`config.mk`:
```
export PLATFORM = sky130hd
export DESIGN_NAME = phy_rstpd_ctrl
export DESIGN_NICKNAME = d
export VERILOG_FILES = /design/src/rtl/phy_rstpd_pkg.sv /design/src/rtl/phy_rstpd_sync.sv /design/src/rtl/phy_rstpd_latch.sv /design/src/rtl/phy_rstpd_ctrl.sv
export SDC_FILE = /design/constraint.sdc
export NUM_CORES = 1
export LEC_CHECK = 0
export BUFFER_PORTS_ARGS = -buffer_cell sky130_fd_sc_hd__buf_2
export CAP_MARGIN = 25
export CORE_ASPECT_RATIO = 2
export CORE_UTILIZATION = 49
export DETAILED_ROUTE_END_ITERATION = 10
export PLACE_DENSITY = 0.88
export SYNTH_ARGS = -nofsm -noshare
export SYNTH_HDL_FRONTEND = slang
export SYNTH_SLANG_ARGS = --single-unit
```
`constraint.sdc`:
```
create_clock -name clk -period 2.7 [get_ports clk]
set_clock_uncertainty 0.2 [all_clocks]
set_input_delay 0.405 -clock clk [delete_from_list [all_inputs] [get_ports clk]]
set_output_delay 0.405 -clock clk [all_outputs]
set_load 0.02 [all_outputs]
```
`src/rtl/phy_rstpd_pkg.sv`:
```
package phy_rstpd_pkg;
    localparam int REG_W      = 16;
    localparam int REG_AW     = 5;

    localparam logic [REG_AW-1:0] RA_CTRL = 5'd0;
    localparam logic [REG_AW-1:0] RA_STAT = 5'd1;
    localparam logic [REG_AW-1:0] RA_EXT  = 5'd2;

    localparam int CB_SWRST   = 15;
    localparam int CB_PDN     = 11;

    localparam int SB_LH      = 0;
    localparam int SB_LL      = 1;
    localparam int SB_MAX_LSB = 4;

    localparam logic [REG_W-2:0] CTRL_DEF = '0;
    localparam logic             LL_DEF   = 1'b1;
    localparam logic             LH_DEF   = 1'b0;
endpackage

```
`src/rtl/phy_rstpd_sync.sv`:
```
module phy_rstpd_sync #(
    parameter int STAGES = 2
) (
    input  logic clk,
    input  logic pin_n,
    output logic ok
);
    logic [STAGES-1:0] sh_d, sh_q;

    always_comb begin
        sh_d = (sh_q << 1) | {{(STAGES-1){1'b0}}, 1'b1};
    end

    always_ff @(posedge clk or negedge pin_n) begin
        if (!pin_n) sh_q <= '0;
        else        sh_q <= sh_d;
    end

    assign ok = sh_q[STAGES-1];
endmodule

```
`src/rtl/phy_rstpd_latch.sv`:
```
module phy_rstpd_latch
    import phy_rstpd_pkg::*;
#(
    parameter int LVL_W = 4
) (
    input  logic             clk,
    input  logic             rst_n,
    input  logic             clr,
    input  logic             reload,
    input  logic             ll_in,
    input  logic             lh_in,
    input  logic [LVL_W-1:0] lvl_in,
    output logic             ll_out,
    output logic             lh_out,
    output logic [LVL_W-1:0] max_out
);
    typedef struct packed {
        logic             ll;
        logic             lh;
        logic [LVL_W-1:0] mx;
    } lat_t;

    localparam lat_t LAT_RST = '{ll: LL_DEF, lh: LH_DEF, mx: '0};

    lat_t d, q;

    always_comb begin
        d = q;
        if (clr) begin
            d = LAT_RST;
        end else if (reload) begin
            d.ll = ll_in;
            d.lh = lh_in;
            d.mx = lvl_in;
        end else begin
            d.ll = q.ll & ll_in;
            d.lh = q.lh | lh_in;
            if (lvl_in > q.mx) d.mx = lvl_in;
        end
    end

    always_ff @(posedge clk or negedge rst_n) begin
        if (!rst_n) q <= LAT_RST;
        else        q <= d;
    end

    assign ll_out  = q.ll;
    assign lh_out  = q.lh;
    assign max_out = q.mx;
endmodule

```
`src/rtl/phy_rstpd_ctrl.sv`:
```
module phy_rstpd_ctrl
    import phy_rstpd_pkg::*;
#(
    parameter int PHYAD_W    = 5,
    parameter int LVL_W      = 4,
    parameter int MAC_W      = 8,
    parameter int SW_RST_CYC = 2,
    parameter int SYNC_STAGES = 2
) (
    input  logic               clk,
    input  logic               rst_pin_n,
    input  logic [PHYAD_W-1:0] strap_addr,
    input  logic               mgmt_we,
    input  logic               mgmt_re,
    input  logic [REG_AW-1:0]  mgmt_addr,
    input  logic [REG_W-1:0]   mgmt_wdata,
    output logic [REG_W-1:0]   mgmt_rdata,
    input  logic               link_live,
    input  logic               fault_live,
    input  logic [LVL_W-1:0]   lvl_live,
    input  logic [MAC_W-1:0]   mac_out_raw,
    output logic [MAC_W-1:0]   mac_out,
    output logic               core_rst,
    output logic               pwr_down,
    output logic               tx_drv_en,
    output logic [PHYAD_W-1:0] phy_addr
);
    localparam int SCR_W = REG_W - PHYAD_W;
    localparam int CNT_W = $clog2(SW_RST_CYC + 1);

    typedef struct packed {
        logic [REG_W-2:0] ctrl;
        logic [SCR_W-1:0] scr;
        logic [CNT_W-1:0] win;
    } st_t;

    localparam st_t ST_RST = '{ctrl: CTRL_DEF, scr: '0, win: '0};

    st_t st_d, st_q;
    logic [PHYAD_W-1:0] addr_d, addr_q;
    logic hw_ok, sw_hit, win_on, lat_clr, lat_reload;
    logic ll_v, lh_v;
    logic [LVL_W-1:0] mx_v;
    logic [REG_W-1:0] stat_word;

    phy_rstpd_sync #(.STAGES(SYNC_STAGES)) u_sync (
        .clk   (clk),
        .pin_n (rst_pin_n),
        .ok    (hw_ok)
    );

    always_comb begin
        win_on     = (st_q.win != '0);
        sw_hit     = mgmt_we && (mgmt_addr == RA_CTRL) && mgmt_wdata[CB_SWRST] && !win_on;
        lat_clr    = sw_hit || win_on || st_q.ctrl[CB_PDN];
        lat_reload = mgmt_re && (mgmt_addr == RA_STAT) && !lat_clr;

        st_d = st_q;
        if (sw_hit) begin
            st_d      = ST_RST;
            st_d.win  = CNT_W'(SW_RST_CYC);
        end else if (win_on) begin
            st_d.win  = st_q.win - 1'b1;
        end else if (mgmt_we) begin
            case (mgmt_addr)
                RA_CTRL: st_d.ctrl = mgmt_wdata[REG_W-2:0];
                RA_EXT:  st_d.scr  = mgmt_wdata[REG_W-1:PHYAD_W];
                default: ;
            endcase
        end

        addr_d = hw_ok ? addr_q : strap_addr;
    end

    always_ff @(posedge clk or negedge hw_ok) begin
        if (!hw_ok) st_q <= ST_RST;
        else        st_q <= st_d;
    end

    always_ff @(posedge clk) begin
        addr_q <= addr_d;
    end

    phy_rstpd_latch #(.LVL_W(LVL_W)) u_lat (
        .clk     (clk),
        .rst_n   (hw_ok),
        .clr     (lat_clr),
        .reload  (lat_reload),
        .ll_in   (link_live),
        .lh_in   (fault_live),
        .lvl_in  (lvl_live),
        .ll_out  (ll_v),
        .lh_out  (lh_v),
        .max_out (mx_v)
    );

    always_comb begin
        stat_word                      = '0;
        stat_word[SB_LH]               = lh_v;
        stat_word[SB_LL]               = ll_v;
        stat_word[SB_MAX_LSB +: LVL_W] = mx_v;
        case (mgmt_addr)
            RA_CTRL: mgmt_rdata = {1'b0, st_q.ctrl};
            RA_STAT: mgmt_rdata = stat_word;
            RA_EXT:  mgmt_rdata = {st_q.scr, addr_q};
            default: mgmt_rdata = '0;
        endcase

        pwr_down  = !hw_ok || st_q.ctrl[CB_PDN];
        core_rst  = !hw_ok || win_on;
        tx_drv_en = !pwr_down;
        mac_out   = pwr_down ? '0 : mac_out_raw;
        phy_addr  = addr_q;
    end
endmodule

```
### Word-level counts from Yosys, hierarchy flattened

Cells that the tools add are included.

* reductions and logical operators: 22
* magnitude comparators: 1
* equal/unequal tests: 3
* bitwise logic cells: 2
* add/subtract/negate cells: 1
* multiplexer cells: 11

Operator list (count)
* $mux 26: 2
* $pmux 16 s3: 1
* $mux 28: 1
* $mux 15: 1
* $mux 6: 2
* $mux 11: 1
* $reduce_bool 2->1: 5
* $mux 8: 1
* $reduce_and 3->1: 2
* $eq 5x1->1 const B: 1
* $eq 5x2->1 const B: 1
* $logic_and 1x1->1: 5
* $logic_not 5->1: 1
* $gt 4x4->1: 1
* $logic_not 1->1: 4
* $logic_or 1x1->1: 4
* $mux 4: 1
* $reduce_bool 3->1: 1
* $mux 2: 1
* $ne 2x2->1 const B: 1
* $sub 2x1->2 const B: 1
* $and 1x1->1: 1
* $or 1x1->1: 1

* input bits: 44
* register bits after elaboration: 41
* logic and storage cells: 48
* output and inout bits: 32

### Longest topological paths before layout

* depth after elaboration: 10
* mapped depth: 7
* gate-level depth less buffers: 6

### Hierarchy

From an unflattened synthesis, not the netlist that was laid out.

* cells, all modules: 198
* area total of the unflattened synthesis: 2265.9 µm²

By module, submodules not included
* phy_rstpd_ctrl: instances 1, cells an instance 144, seq. area each 850.8 µm², area an instance 1736.7 µm²
* phy_rstpd_latch: instances 1, cells an instance 51, seq. area each 151.4 µm², area an instance 475.5 µm²
* phy_rstpd_sync: instances 1, cells an instance 3, seq. area each 50.0 µm², area an instance 53.8 µm²

### Worst setup path after synthesis

Ideal clock, no wire load.

* path type: flip-flop to output port
* from: register u_sync.sh_q[1]
* to: output port mac_out[0]
* arrival: 2.222 ns
* setup slack: -0.127 ns
* buffers on the path: 0
* cell stages (with the launch flop): 4
* cell sequence: dfrtp_1 -> inv_1 -> nor2_1 -> and2_1

* longest elaborated chain between the ends: 3

RTL lines
* start, declared: RTL line phy_rstpd_sync.sv:8 `logic [STAGES-1:0] sh_d, sh_q;`
* start signal, assigned: RTL line phy_rstpd_sync.sv:15 `if (!pin_n) sh_q <= '0;`
* start signal, assigned: RTL line phy_rstpd_sync.sv:16 `else sh_q <= sh_d;`
* $logic_not 1->1 (no source line)
* $logic_or 1x1->1: RTL line phy_rstpd_ctrl.sv:109 `pwr_down = !hw_ok || st_q.ctrl[CB_PDN];`
* $mux 8: RTL line phy_rstpd_ctrl.sv:112 `mac_out = pwr_down ? '0 : mac_out_raw;`
* end, declared: RTL line phy_rstpd_ctrl.sv:22 `output logic [MAC_W-1:0] mac_out,`

Every way passes these cells.

### Final worst setup path

* from: input port mgmt_addr[0]
* to: output port mgmt_rdata[6]

* longest elaborated chain between the ends: 2
* elaborated cells between the ends (all ways): 4
* those cells by class: 2 x eq/ne; 1 x mux; 1 x reduce/logical

RTL lines
* start, declared: RTL line phy_rstpd_ctrl.sv:15 `input logic [REG_AW-1:0] mgmt_addr,`
* $eq 5x2->1 (tied with other cells): RTL line phy_rstpd_ctrl.sv:102 `case (mgmt_addr)`
* $pmux 16 s3 *: RTL line phy_rstpd_ctrl.sv:102
* end, declared: RTL line phy_rstpd_ctrl.sv:17 `output logic [REG_W-1:0] mgmt_rdata,`

Every way passes the cells marked *; elsewhere a longest branch is shown, timed or not.

==> flow_summary.ini <==
[hold_path]
hold_start = strap_addr[3]
hp-class = in -> reg

[grt]
grt_usage = 0.233
grt_pass1_wl_um = 7450
grt_pass1_vias = 1738
antenna_found_initial = 0
grt_use_met3 = 0.0365
use_met1 = 0.259
gr-total-overflow = 0
grt.busiest_layer = met2
grt_max_degree = 36
use_met2 = 0.402

[routing]
firstDrtPassIters = 6
drt_wl_total_um = 4750
dr.first_iter.drc_count = 30
routedWlPerCell_um = 13.7
drc_errors = 0
antenna_left = 0
routed_via_density = 5.32
num_vias = 1841

[setup_path]
slowest_stage = or4_4
cp_slowest_stage_delay_ns = 0.57
crit_cells = 6
crit_start = mgmt_addr[0]
rr_worst_depth = 6
setup.worst_path.class = in -> out
r2r_setup_slack_ns = 0.76
end_kind = output port
crit_top_cell = buf_2
cp.required_ns = 2.10
arrival_ns = 1.88
critPathTopFamily = simple AND/OR/NAND/NOR gates
crit_end = mgmt_rdata[6]
r2r-end = st_q[12]$_DFFE_PN0P_
start_kind = input port
crit_path_cell_trace = buf_2 > or4_4 > nor2_4 > a22oi_1 > nand2_1 > buf_2
cp_num_buf_inv = 2
r2r-start = st_q[0]$_DFFE_PN0P_
crit_fanout = 15

[floorplanning]
fp-row-count = 33
die_h_um = 94.1
die-area_um2 = 4520
core_um2 = 4090
io_pins = 76
start_util = 0.508
die_w_um = 48.0

[place]
hpwl_um = 3600
pre_cts_slack_ns = 0.223
place_congestion = 0.778
port-buffer-count = 75

[synthesis]
yosys.area.top_type_share = 0.422
ys_ff_latch = 41
synth_top_cells_by_area = dfrtp_1, nand2_1, edfxtp_1
yosys.area.top_type = dfrtp_1
seq_area_frac_synth = 0.507
syn_avg_cell_area_um2 = 9.80
syn_area_um2 = 2080
netlist_instances = 212
syn-num-nets = 261
ys.warnings.count = 0
yosysUniqueCellTypes = 37

[cells_and_area]
area_growth_syn_to_layout_pct = 26.7
layout-drive-gt1-share = 0.340
antenna_cells = 0
fin_nets = 342
final_common_cell = buf_2
mostFrequentLayoutCells = buf_2, nand2_1, dfrtp_1

[timing]
tns_ns = 0
setup_violations = 0
final-hold-violation-count = 0
maxSlewViolCount = 0
rsz0062_at_grt = false
worst_slack_ns = 0.214
min_period_ns = 2.49
post-route-period-util = 0.921
timing.fmax_ghz = 0.402

[cts]
root_buffer = clkbuf_8
cts_buffer_depth = 2
clkLatencyLatePin_ns = 0.29
cts_resized = 0
clock_sinks = 41
clkSlewWorstSetupHoldPaths_ns = 0.07
cts_buffers = 5
cts_tree = built
htree_levels = 2

[power_and_ir_drop]
leakagePower_nw = 1.43
powerDensity_nw_per_um2 = 641
ir_worst_vdd_mv = 0.446

[run]
cap_violations = 0

[status]
status = complete, no violations
[sequential cells by signal (all words and copies together) (netlist names)]
register	cells
u_lat.ll_out	1
u_lat.lh_out	1
phy_addr	5
st_q	28
u_lat.max_out	4
u_sync.sh_q	2
[layout make-up]
cell class                 count  area (um^2)
clock inverter                 1         5.00
multi-input combinational    153          948
fill                         334         1460
inverter                      11         41.3
clock buffer                   7         96.3
timing repair buffer          81          423
tap                           52         65.1
sequential                    41         1050
[cell usage after synthesis, drive strengths merged]
library cell and number:
edfxtp 5, mux2i 15, a21oi 2, a41oi 1
buf 3, nand2b 1, a21boi 1, and3 1
or3b 1, ha 5, o31ai 1, or3 1
and2 9, inv 10, a211oi 1, nand2 54
nor3b 1, or4 1, o21ai 19, nor4 1
clkbuf 4, nand3 3, dfrtp 35, a22oi 7
nor2 16, a22o 9, and3b 1, clkinv 1
o21a 1, dfstp 1, conb 1
[how the worst min path moves through the flow]
stage | end | slack [ns] | cells past startpoint
2_1_floorplan | u_sync.sh_q[0]$_DFF_PN0_ | -0.09 | 0
4_1_cts | phy_addr[1]$_DFFE_PN_ | 0.08 | 1
3_5_place_dp | u_sync.sh_q[0]$_DFF_PN0_ | -0.004 | 1
6_report | phy_addr[3]$_DFFE_PN_ | 0.09 | 1
5_1_grt | phy_addr[4]$_DFFE_PN_ | 0.08 | 1
3_3_place_gp | u_sync.sh_q[0]$_DFF_PN0_ | -0.005 | 1
[stage by stage]
step / hold WS, ns / instance area [um^2] / total power, mW / utilization / std cells
2_1_floorplan: -0.0906 / 2080 / 1.12 / - / 212
3_3_place_gp: -0.00493 / 2520 / 1.24 / 0.617 / 337
5_1_grt: 0.0819 / 2630 / 1.80 / 0.644 / 346
3_5_place_dp: -0.00420 / 2520 / 1.26 / 0.617 / 337
4_1_cts: 0.0820 / 2630 / 1.70 / 0.644 / 346
6_report: 0.0895 / 2630 / 1.69 / 0.644 / 346
[kinds of logic after synthesis]
group	Yosys count	synth area share
AOI/OAI and AO/OA	42	0.141
adders and majority gates	5	0.0301
buffers and inverters	18	0.0367
DFF	41	0.507
muxes	15	0.0723
other	1	0.00181
and+or+nand+nor	90	0.211
[per-layer routing]
layer | vias up | share of wire
met5 | - | 0
met4 | 0 | 0.027
met3 | 11 | 0.053
met2 | 81 | 0.55
met1 | 866 | 0.37
li1 | 883 | -
[repair_timing]
item,4_1_cts,5_1_grt
buffers inserted,0,0
endpoints found under the hold margin,2,0
hold buffers,1,0
[power breakdown]
group,total [mW],switching (mW),leakage (nW),internal (mW)
registers,0.822,0.0732,0.528,0.749
logic,0.427,0.247,0.849,0.180
clock network,0.438,0.207,0.0542,0.231
No activity file was read; power rests on OpenSTA's default activity.
